**config.mk**
```make
export PLATFORM = sky130hd
export DESIGN_NAME = window_watchdog
export DESIGN_NICKNAME = d
export VERILOG_FILES = /design/src/rtl/wwd_pkg.sv /design/src/rtl/wwd_prescaler.sv /design/src/rtl/wwd_counter.sv /design/src/rtl/wwd_window.sv /design/src/rtl/wwd_warnflag.sv /design/src/rtl/window_watchdog.sv
export SDC_FILE = /design/constraint.sdc
export NUM_CORES = 1
export LEC_CHECK = 0
export BUFFER_PORTS_ARGS = -buffer_cell sky130_fd_sc_hd__buf_2
export CAP_MARGIN = 20
export CORE_MARGIN = 2
export CORE_UTILIZATION = 57
export DETAILED_ROUTE_END_ITERATION = 6
export PLACE_DENSITY = 0.91
export SETUP_SLACK_MARGIN = 0.05
export SKIP_CTS_REPAIR_TIMING = 1
export SLEW_MARGIN = 20
export SYNTH_ARGS = -nofsm -noshare
export SYNTH_HDL_FRONTEND = slang
export SYNTH_HIERARCHICAL = 1
export SYNTH_SLANG_ARGS = --single-unit
```
**constraint.sdc**
```tcl
create_clock -name clk -period 4.08 [get_ports clk]
set_input_delay 0.408 -clock clk [delete_from_list [all_inputs] [get_ports clk]]
set_output_delay 0.408 -clock clk [all_outputs]
set_load 0.005 [all_outputs]
```
**src/rtl/wwd_pkg.sv**
```systemverilog
package wwd_pkg;

    localparam int unsigned WWD_CNT_W         = 7;
    localparam int unsigned WWD_PSEL_W        = 2;
    localparam int unsigned WWD_DIV_BASE_LOG2 = 2;

    // what the counter does in a given cycle
    typedef enum logic [1:0] {
        CNT_HOLD = 2'd0,
        CNT_LOAD = 2'd1,
        CNT_STEP = 2'd2
    } wwd_cnt_op_e;

    // individual reasons for a reset request
    typedef struct packed {
        logic expire;     // stepped out of the lowest valid level
        logic early;      // refresh above the window
        logic low_write;  // refresh with the top bit clear
    } wwd_cause_t;

    // last prescaler count before a step, for a given select
    function automatic int unsigned wwd_div_last(int unsigned base_log2,
                                                 int unsigned sel);
        return (32'd1 << (base_log2 + sel)) - 32'd1;
    endfunction

    function automatic logic wwd_any_cause(wwd_cause_t c);
        return c.expire | c.early | c.low_write;
    endfunction

endpackage

```
**src/rtl/wwd_prescaler.sv**
```systemverilog
module wwd_prescaler
    import wwd_pkg::*;
#(
    parameter int unsigned PSEL_W        = WWD_PSEL_W,
    parameter int unsigned DIV_BASE_LOG2 = WWD_DIV_BASE_LOG2
) (
    input  logic              clk,
    input  logic              rst,
    input  logic              run,
    input  logic              restart,
    input  logic [PSEL_W-1:0] psel,
    output logic              tick
);
    localparam int unsigned PRE_W = DIV_BASE_LOG2 + (1 << PSEL_W) - 1;

    logic [PRE_W-1:0] pre_q;
    logic [PRE_W-1:0] last;

    always_comb begin
        last = PRE_W'(wwd_div_last(DIV_BASE_LOG2, 32'(psel)));
        tick = run && (pre_q >= last);
    end

    always_ff @(posedge clk) begin
        if (rst) begin
            pre_q <= '0;
        end else if (!run || restart || tick) begin
            pre_q <= '0;
        end else begin
            pre_q <= pre_q + 1'b1;
        end
    end

    // the prescaler never runs while the watchdog is idle
    a_r2_idle_prescaler: assert property (@(posedge clk) disable iff (rst)
        !run |=> (pre_q == '0));

endmodule

```
**src/rtl/wwd_counter.sv**
```systemverilog
module wwd_counter
    import wwd_pkg::*;
#(
    parameter int unsigned CNT_W = WWD_CNT_W
) (
    input  logic             clk,
    input  logic             rst,
    input  logic             load,
    input  logic [CNT_W-1:0] load_val,
    input  logic             start,
    input  logic             tick,
    output logic [CNT_W-1:0] cnt,
    output logic             active,
    output logic             expire,
    output logic             warn
);
    localparam logic [CNT_W-1:0] LVL_EXPIRE = CNT_W'(1) << (CNT_W - 1);
    localparam logic [CNT_W-1:0] LVL_WARN   = LVL_EXPIRE + CNT_W'(1);
    localparam logic [CNT_W-1:0] LVL_MAX    = '1;

    wwd_cnt_op_e op;

    always_comb begin
        if (load)
            op = CNT_LOAD;
        else if (active && tick)
            op = CNT_STEP;
        else
            op = CNT_HOLD;
        expire = (op == CNT_STEP) && (cnt == LVL_EXPIRE);
        warn   = (op == CNT_STEP) && (cnt == LVL_WARN);
    end

    always_ff @(posedge clk) begin
        if (rst) begin
            cnt    <= LVL_MAX;
            active <= 1'b0;
        end else begin
            case (op)
                CNT_LOAD: cnt <= load_val;
                CNT_STEP: cnt <= cnt - 1'b1;
                default:  cnt <= cnt;
            endcase
            active <= active | (load & start);
        end
    end

    // once armed, only reset disarms
    a_r3_active_sticky: assert property (@(posedge clk) disable iff (rst)
        active |=> active);
    // a step lowers the count by exactly one
    a_r2_step_by_one: assert property (@(posedge clk) disable iff (rst)
        (active && tick && !load) |=> (cnt == $past(cnt) - 1'b1));
    // an idle counter holds without a write
    a_r3_idle_hold: assert property (@(posedge clk) disable iff (rst)
        (!active && !load) |=> $stable(cnt));

endmodule

```
**src/rtl/wwd_window.sv**
```systemverilog
module wwd_window
    import wwd_pkg::*;
#(
    parameter int unsigned CNT_W = WWD_CNT_W
) (
    input  logic             clk,
    input  logic             rst,
    input  logic             active,
    input  logic             load,
    input  logic [CNT_W-1:0] load_val,
    input  logic             start,
    input  logic [CNT_W-1:0] cnt,
    input  logic [CNT_W-1:0] window,
    input  logic             expire,
    output logic             wdg_rst
);
    wwd_cause_t cause;

    always_comb begin
        cause.expire    = expire;
        cause.early     = load && active && (cnt > window);
        cause.low_write = load && (active || start) && !load_val[CNT_W-1];
    end

    always_ff @(posedge clk) begin
        if (rst)
            wdg_rst <= 1'b0;
        else
            wdg_rst <= wwd_any_cause(cause);
    end

    // a write with the top bit clear while armed requests a reset
    a_r6_low_write: assert property (@(posedge clk) disable iff (rst)
        (load && active && !load_val[CNT_W-1]) |=> wdg_rst);
    // a write at or below the window with a valid value is accepted
    a_r5_in_window_ok: assert property (@(posedge clk) disable iff (rst)
        (load && active && (cnt <= window) && load_val[CNT_W-1] && !expire)
            |=> !wdg_rst);

endmodule

```
**src/rtl/wwd_warnflag.sv**
```systemverilog
module wwd_warnflag (
    input  logic clk,
    input  logic rst,
    input  logic set,
    input  logic clr,
    input  logic irq_en,
    output logic flag,
    output logic irq
);
    always_ff @(posedge clk) begin
        if (rst)
            flag <= 1'b0;
        else if (set)
            flag <= 1'b1;
        else if (clr)
            flag <= 1'b0;
    end

    assign irq = flag & irq_en;

    // set takes priority over clear
    a_r7_set_wins: assert property (@(posedge clk) disable iff (rst)
        set |=> flag);
    // a clear without a set empties the flag
    a_r7_clear: assert property (@(posedge clk) disable iff (rst)
        (clr && !set) |=> !flag);

endmodule

```
**src/rtl/window_watchdog.sv**
```systemverilog
module window_watchdog
    import wwd_pkg::*;
#(
    parameter int unsigned CNT_W         = WWD_CNT_W,
    parameter int unsigned PSEL_W        = WWD_PSEL_W,
    parameter int unsigned DIV_BASE_LOG2 = WWD_DIV_BASE_LOG2
) (
    input  logic              clk,
    input  logic              rst,
    input  logic              cfg_wr,
    input  logic [CNT_W-1:0]  cfg_window,
    input  logic [PSEL_W-1:0] cfg_psel,
    input  logic              cfg_irq_en,
    input  logic              cnt_wr,
    input  logic [CNT_W-1:0]  cnt_data,
    input  logic              cnt_enable,
    input  logic              flag_clr,
    output logic [CNT_W-1:0]  cnt_o,
    output logic              active_o,
    output logic              flag_o,
    output logic              irq_o,
    output logic              wdg_rst_o
);
    localparam logic [CNT_W-1:0] LVL_EXPIRE = CNT_W'(1) << (CNT_W - 1);

    typedef struct packed {
        logic [CNT_W-1:0]  window;
        logic [PSEL_W-1:0] psel;
        logic              irq_en;
    } cfg_t;

    cfg_t cfg_q;
    logic tick;
    logic expire;
    logic warn;

    always_ff @(posedge clk) begin
        if (rst) begin
            cfg_q.window <= '1;
            cfg_q.psel   <= '0;
            cfg_q.irq_en <= 1'b0;
        end else if (cfg_wr) begin
            cfg_q.window <= cfg_window;
            cfg_q.psel   <= cfg_psel;
            cfg_q.irq_en <= cfg_irq_en;
        end
    end

    wwd_prescaler #(
        .PSEL_W        (PSEL_W),
        .DIV_BASE_LOG2 (DIV_BASE_LOG2)
    ) u_pre (
        .clk     (clk),
        .rst     (rst),
        .run     (active_o),
        .restart (cnt_wr),
        .psel    (cfg_q.psel),
        .tick    (tick)
    );

    wwd_counter #(
        .CNT_W (CNT_W)
    ) u_cnt (
        .clk      (clk),
        .rst      (rst),
        .load     (cnt_wr),
        .load_val (cnt_data),
        .start    (cnt_enable),
        .tick     (tick),
        .cnt      (cnt_o),
        .active   (active_o),
        .expire   (expire),
        .warn     (warn)
    );

    wwd_window #(
        .CNT_W (CNT_W)
    ) u_win (
        .clk      (clk),
        .rst      (rst),
        .active   (active_o),
        .load     (cnt_wr),
        .load_val (cnt_data),
        .start    (cnt_enable),
        .cnt      (cnt_o),
        .window   (cfg_q.window),
        .expire   (expire),
        .wdg_rst  (wdg_rst_o)
    );

    wwd_warnflag u_flag (
        .clk    (clk),
        .rst    (rst),
        .set    (warn),
        .clr    (flag_clr),
        .irq_en (cfg_q.irq_en),
        .flag   (flag_o),
        .irq    (irq_o)
    );

    // stepping out of the lowest level requests a reset
    a_r4_expiry: assert property (@(posedge clk) disable iff (rst)
        (active_o && tick && !cnt_wr && cnt_o == LVL_EXPIRE) |=> wdg_rst_o);
    // a refresh above the window requests a reset
    a_r5_too_early: assert property (@(posedge clk) disable iff (rst)
        (active_o && cnt_wr && (cnt_o > cfg_q.window)) |=> wdg_rst_o);
    // a write on a step cycle loads instead of stepping
    a_r9_write_wins: assert property (@(posedge clk) disable iff (rst)
        (cnt_wr && tick) |=> (cnt_o == $past(cnt_data)));
    // the flag rises only on the step into the lowest level
    a_r7_flag_rise: assert property (@(posedge clk) disable iff (rst)
        $rose(flag_o) |-> (cnt_o == LVL_EXPIRE));

endmodule

```
==> results_dict.tcl <==
set metrics [dict create \
    switching_power_uw 127 \
    grt_usage_pct 18.8 \
    drt-total-wl_um 3010 \
    coreArea_mm2 0.00250 \
    gp_congestion 0.804 \
    switching_share_pct 27.4 \
    synth_edf_count 0 \
    worst-setup-path-type "flop to flop" \
    dieArea_mm2 0.00307 \
    place.port_buffers 33 \
    antenna_cells 0 \
    p_seq_share_pct 58.4 \
    netlist_instances 158 \
    synth_area_mm2 0.00151 \
    ant_nets 0 \
    die_x_um 55.4 \
    cp-start-kind "flop" \
    power_leakage_uw 0.000779 \
    grt_max_degree 32 \
    power_density_mw_per_mm2 274 \
    cts_made_buffers 3 \
    dp.cells 214 \
    nNetsFinal 228 \
    synth_top_area_share_pct 33.3 \
    finalHoldViolations 0 \
    outcome "finished clean" \
    yosys-top-cells-area "dfxtp_1, ha_1, a211o_2, nor3b_1, nor2b_1" \
    wl_per_cell_um 13.8 \
    viasPerCell 5.69 \
    syn_nets 197 \
    clock_latency_ns 0.31 \
    synth_area_per_cell_um2 9.53 \
    clkTransAtPathRegs_ns 0.14 \
    stdcell_count 218 \
    final.setup.tns_ns 0 \
    yosysSeqAreaShare_pct 33.3 \
    synth_common_cells "dfxtp_1, ha_1, inv_1, nor2_1, nor2b_1" \
    drt_iter0_markers 24 \
    end_kind "flop" \
    initial_core_util_pct 60.2 \
    report.final.slew_viol_count 0 \
    drive_gt1_share_pct 29.8 \
    grt_pass1_vias 1193 \
    synth-seq-cells 25 \
    max_slew_margin_pct 61.1 \
    setup_viol 0 \
    rsz0062_at_grt "no" \
    internal_power_uw 336 \
    cts.sinks 25 \
    yosysMostFrequentCell "dfxtp_1" \
    antenna_found_initial 0 \
    cp_max_fo 7 \
    die_h_um 55.4 \
    fin_crit_ns 2.37 \
    synth_largest_area_cell "dfxtp_1" \
    clkPwrFrac_pct 23.2 \
    ys_warn_count 6 \
    synth_cell_type_count 43 \
    ys.flop_type "dfxtp_1" \
    hold_path_class "primary input to flop" \
    dr_total_vias 1241 \
    fmaxAchievable_mhz 422 \
    clk_path_buf_depth 2 \
    timing.final.crit_share_pct 58.1 \
    arrival_ns 2.57 \
    tightest_slew_ns 0.584 \
    cts_tree "built" \
    drc 0 \
    grt_overflow 0 \
    dr.pass1.iters 4 \
    clockRootBuffer "clkbuf_4" \
    grt_pass1_wl_um 4800 \
    cts-htree-levels 1 \
    io_pins 34 \
    drv_cap 0 \
    peakVddDrop_v 0.000194 \
    area_growth_pct 12.2 \
    async_flop_share_pct 0 \
    skew_ns 0.0109 \
    required_ns 4.28 \
    place_hpwl_um 2320 \
    rows 18 \
    pwr-share-comb_pct 18.4 \
]
-- power by group through the flow --
stage	logic [uW]	registers, uW	clock network (uW)
finish	85.2	270	107
global route	93.8	272	123
CTS	84.4	270	113
detailed placement	84.1	275	0
global placement	78.0	274	0
floorplan	57.7	272	0
-- sequential cells by signal, summed over array words and instances, names as in the netlist --
name           cells
cfg_q             10
u_cnt/active       1
u_cnt/cnt          7
u_flag/flag        1
u_pre/pre_q        5
u_win/wdg_rst      1
-- area by class of cell --
cell class | instances | area [um2]
Sequential cell | 25 | 500
Multi-Input combinational cell | 114 | 913
Tap cell | 30 | 37.5
Clock buffer | 3 | 22.5
Clock inverter | 1 | 5.00
Inverter | 12 | 45.0
Timing Repair Buffer | 33 | 165
Fill cell | 201 | 811
-- per-stage QoR --
| stage | area [um2] | hold WS (ns) | util [%] | total power [uW] | worst slack (ns) |
|---|---|---|---|---|---|
| 2_1_floorplan | 1510 | 0.452 | - | 330 | 1.88 |
| 3_3_place_gp | 1660 | 0.466 | 66.5 | 352 | 1.84 |
| 3_5_place_dp | 1660 | 0.487 | 66.5 | 360 | 1.71 |
| 4_1_cts | 1690 | 0.282 | 67.6 | 467 | 1.72 |
| 5_1_grt | 1690 | 0.272 | 67.6 | 489 | 1.50 |
| 6_report | 1690 | 0.293 | 67.6 | 462 | 1.71 |
-- critical path, cell delays in order (launching register included) --
cell       delay (ns)
dfxtp_1          0.36
ha_1             0.29
a2111oi_0        0.41
nor2_1           0.19
o21a_1           0.27
and4bb_4         0.24
a2111oi_0        0.39
a311oi_1         0.10
-- placed cells by master (no fill, tap or decap), drive strengths merged, types with 3 or more instances in the layout --
cell / Yosys / layout
a211o: 8 / 8
nor3: 7 / 7
nor3b: 10 / 10
a311oi: 4 / 4
a21oi: 7 / 7
ha: 16 / 16
clkbuf: 1 / 3
inv: 12 / 12
buf: 6 / 33
a2111oi: 5 / 5
mux2i: 3 / 3
nand3: 4 / 4
nor2: 12 / 12
dfxtp: 25 / 25
and2: 3 / 3
nor2b: 10 / 10
-- worst paths after layout --
kind | from | to | slack, ns | cells after the start
setup / recovery | u_pre/pre_q[1]$_SDFF_PP0_ | u_cnt/cnt[3]$_SDFFE_PP1P_ | 1.71 | 7
hold / removal | cfg_window[0] | cfg_q[3]$_SDFFE_PP1P_ | 0.29 | 2
setup reg to reg | u_pre/pre_q[1]$_SDFF_PP0_ | u_cnt/cnt[3]$_SDFFE_PP1P_ | 1.71 | 7
hold reg to reg | u_flag/flag$_SDFFE_PP0P_ | u_flag/flag$_SDFFE_PP0P_ | 0.51 | 2
-- routing by layer --
| layer | vias to the layer above | global-route usage, % | wire, um |
|---|---|---|---|
| met2 | 22 | 37.9 | 1660 |
| met5 | - | 0 | 0 |
| li1 | 633 | - | - |
| met1 | 584 | 19.3 | 1250 |
| met4 | 0 | 6.27 | 13 |
| met3 | 2 | 2.58 | 81 |
-- cells by family (layout without fill, tap and decap cells) --
group                      count (synthesis)  after routing  share of synthesized area [%]
AOI/OAI and AO/OA                         33             33                           19.0
xor gates and xnor gates                   4              4                           2.33
adders and majority gates                 16             16                           13.3
buffers and inverters                     19             49                           6.07
DFF                                       25             25                           33.3
muxes                                      3              3                           2.00
other                                      1              1                          0.249
and+or+nand+nor                           57             57                           23.8
Power figures use the tool's default switching activity.
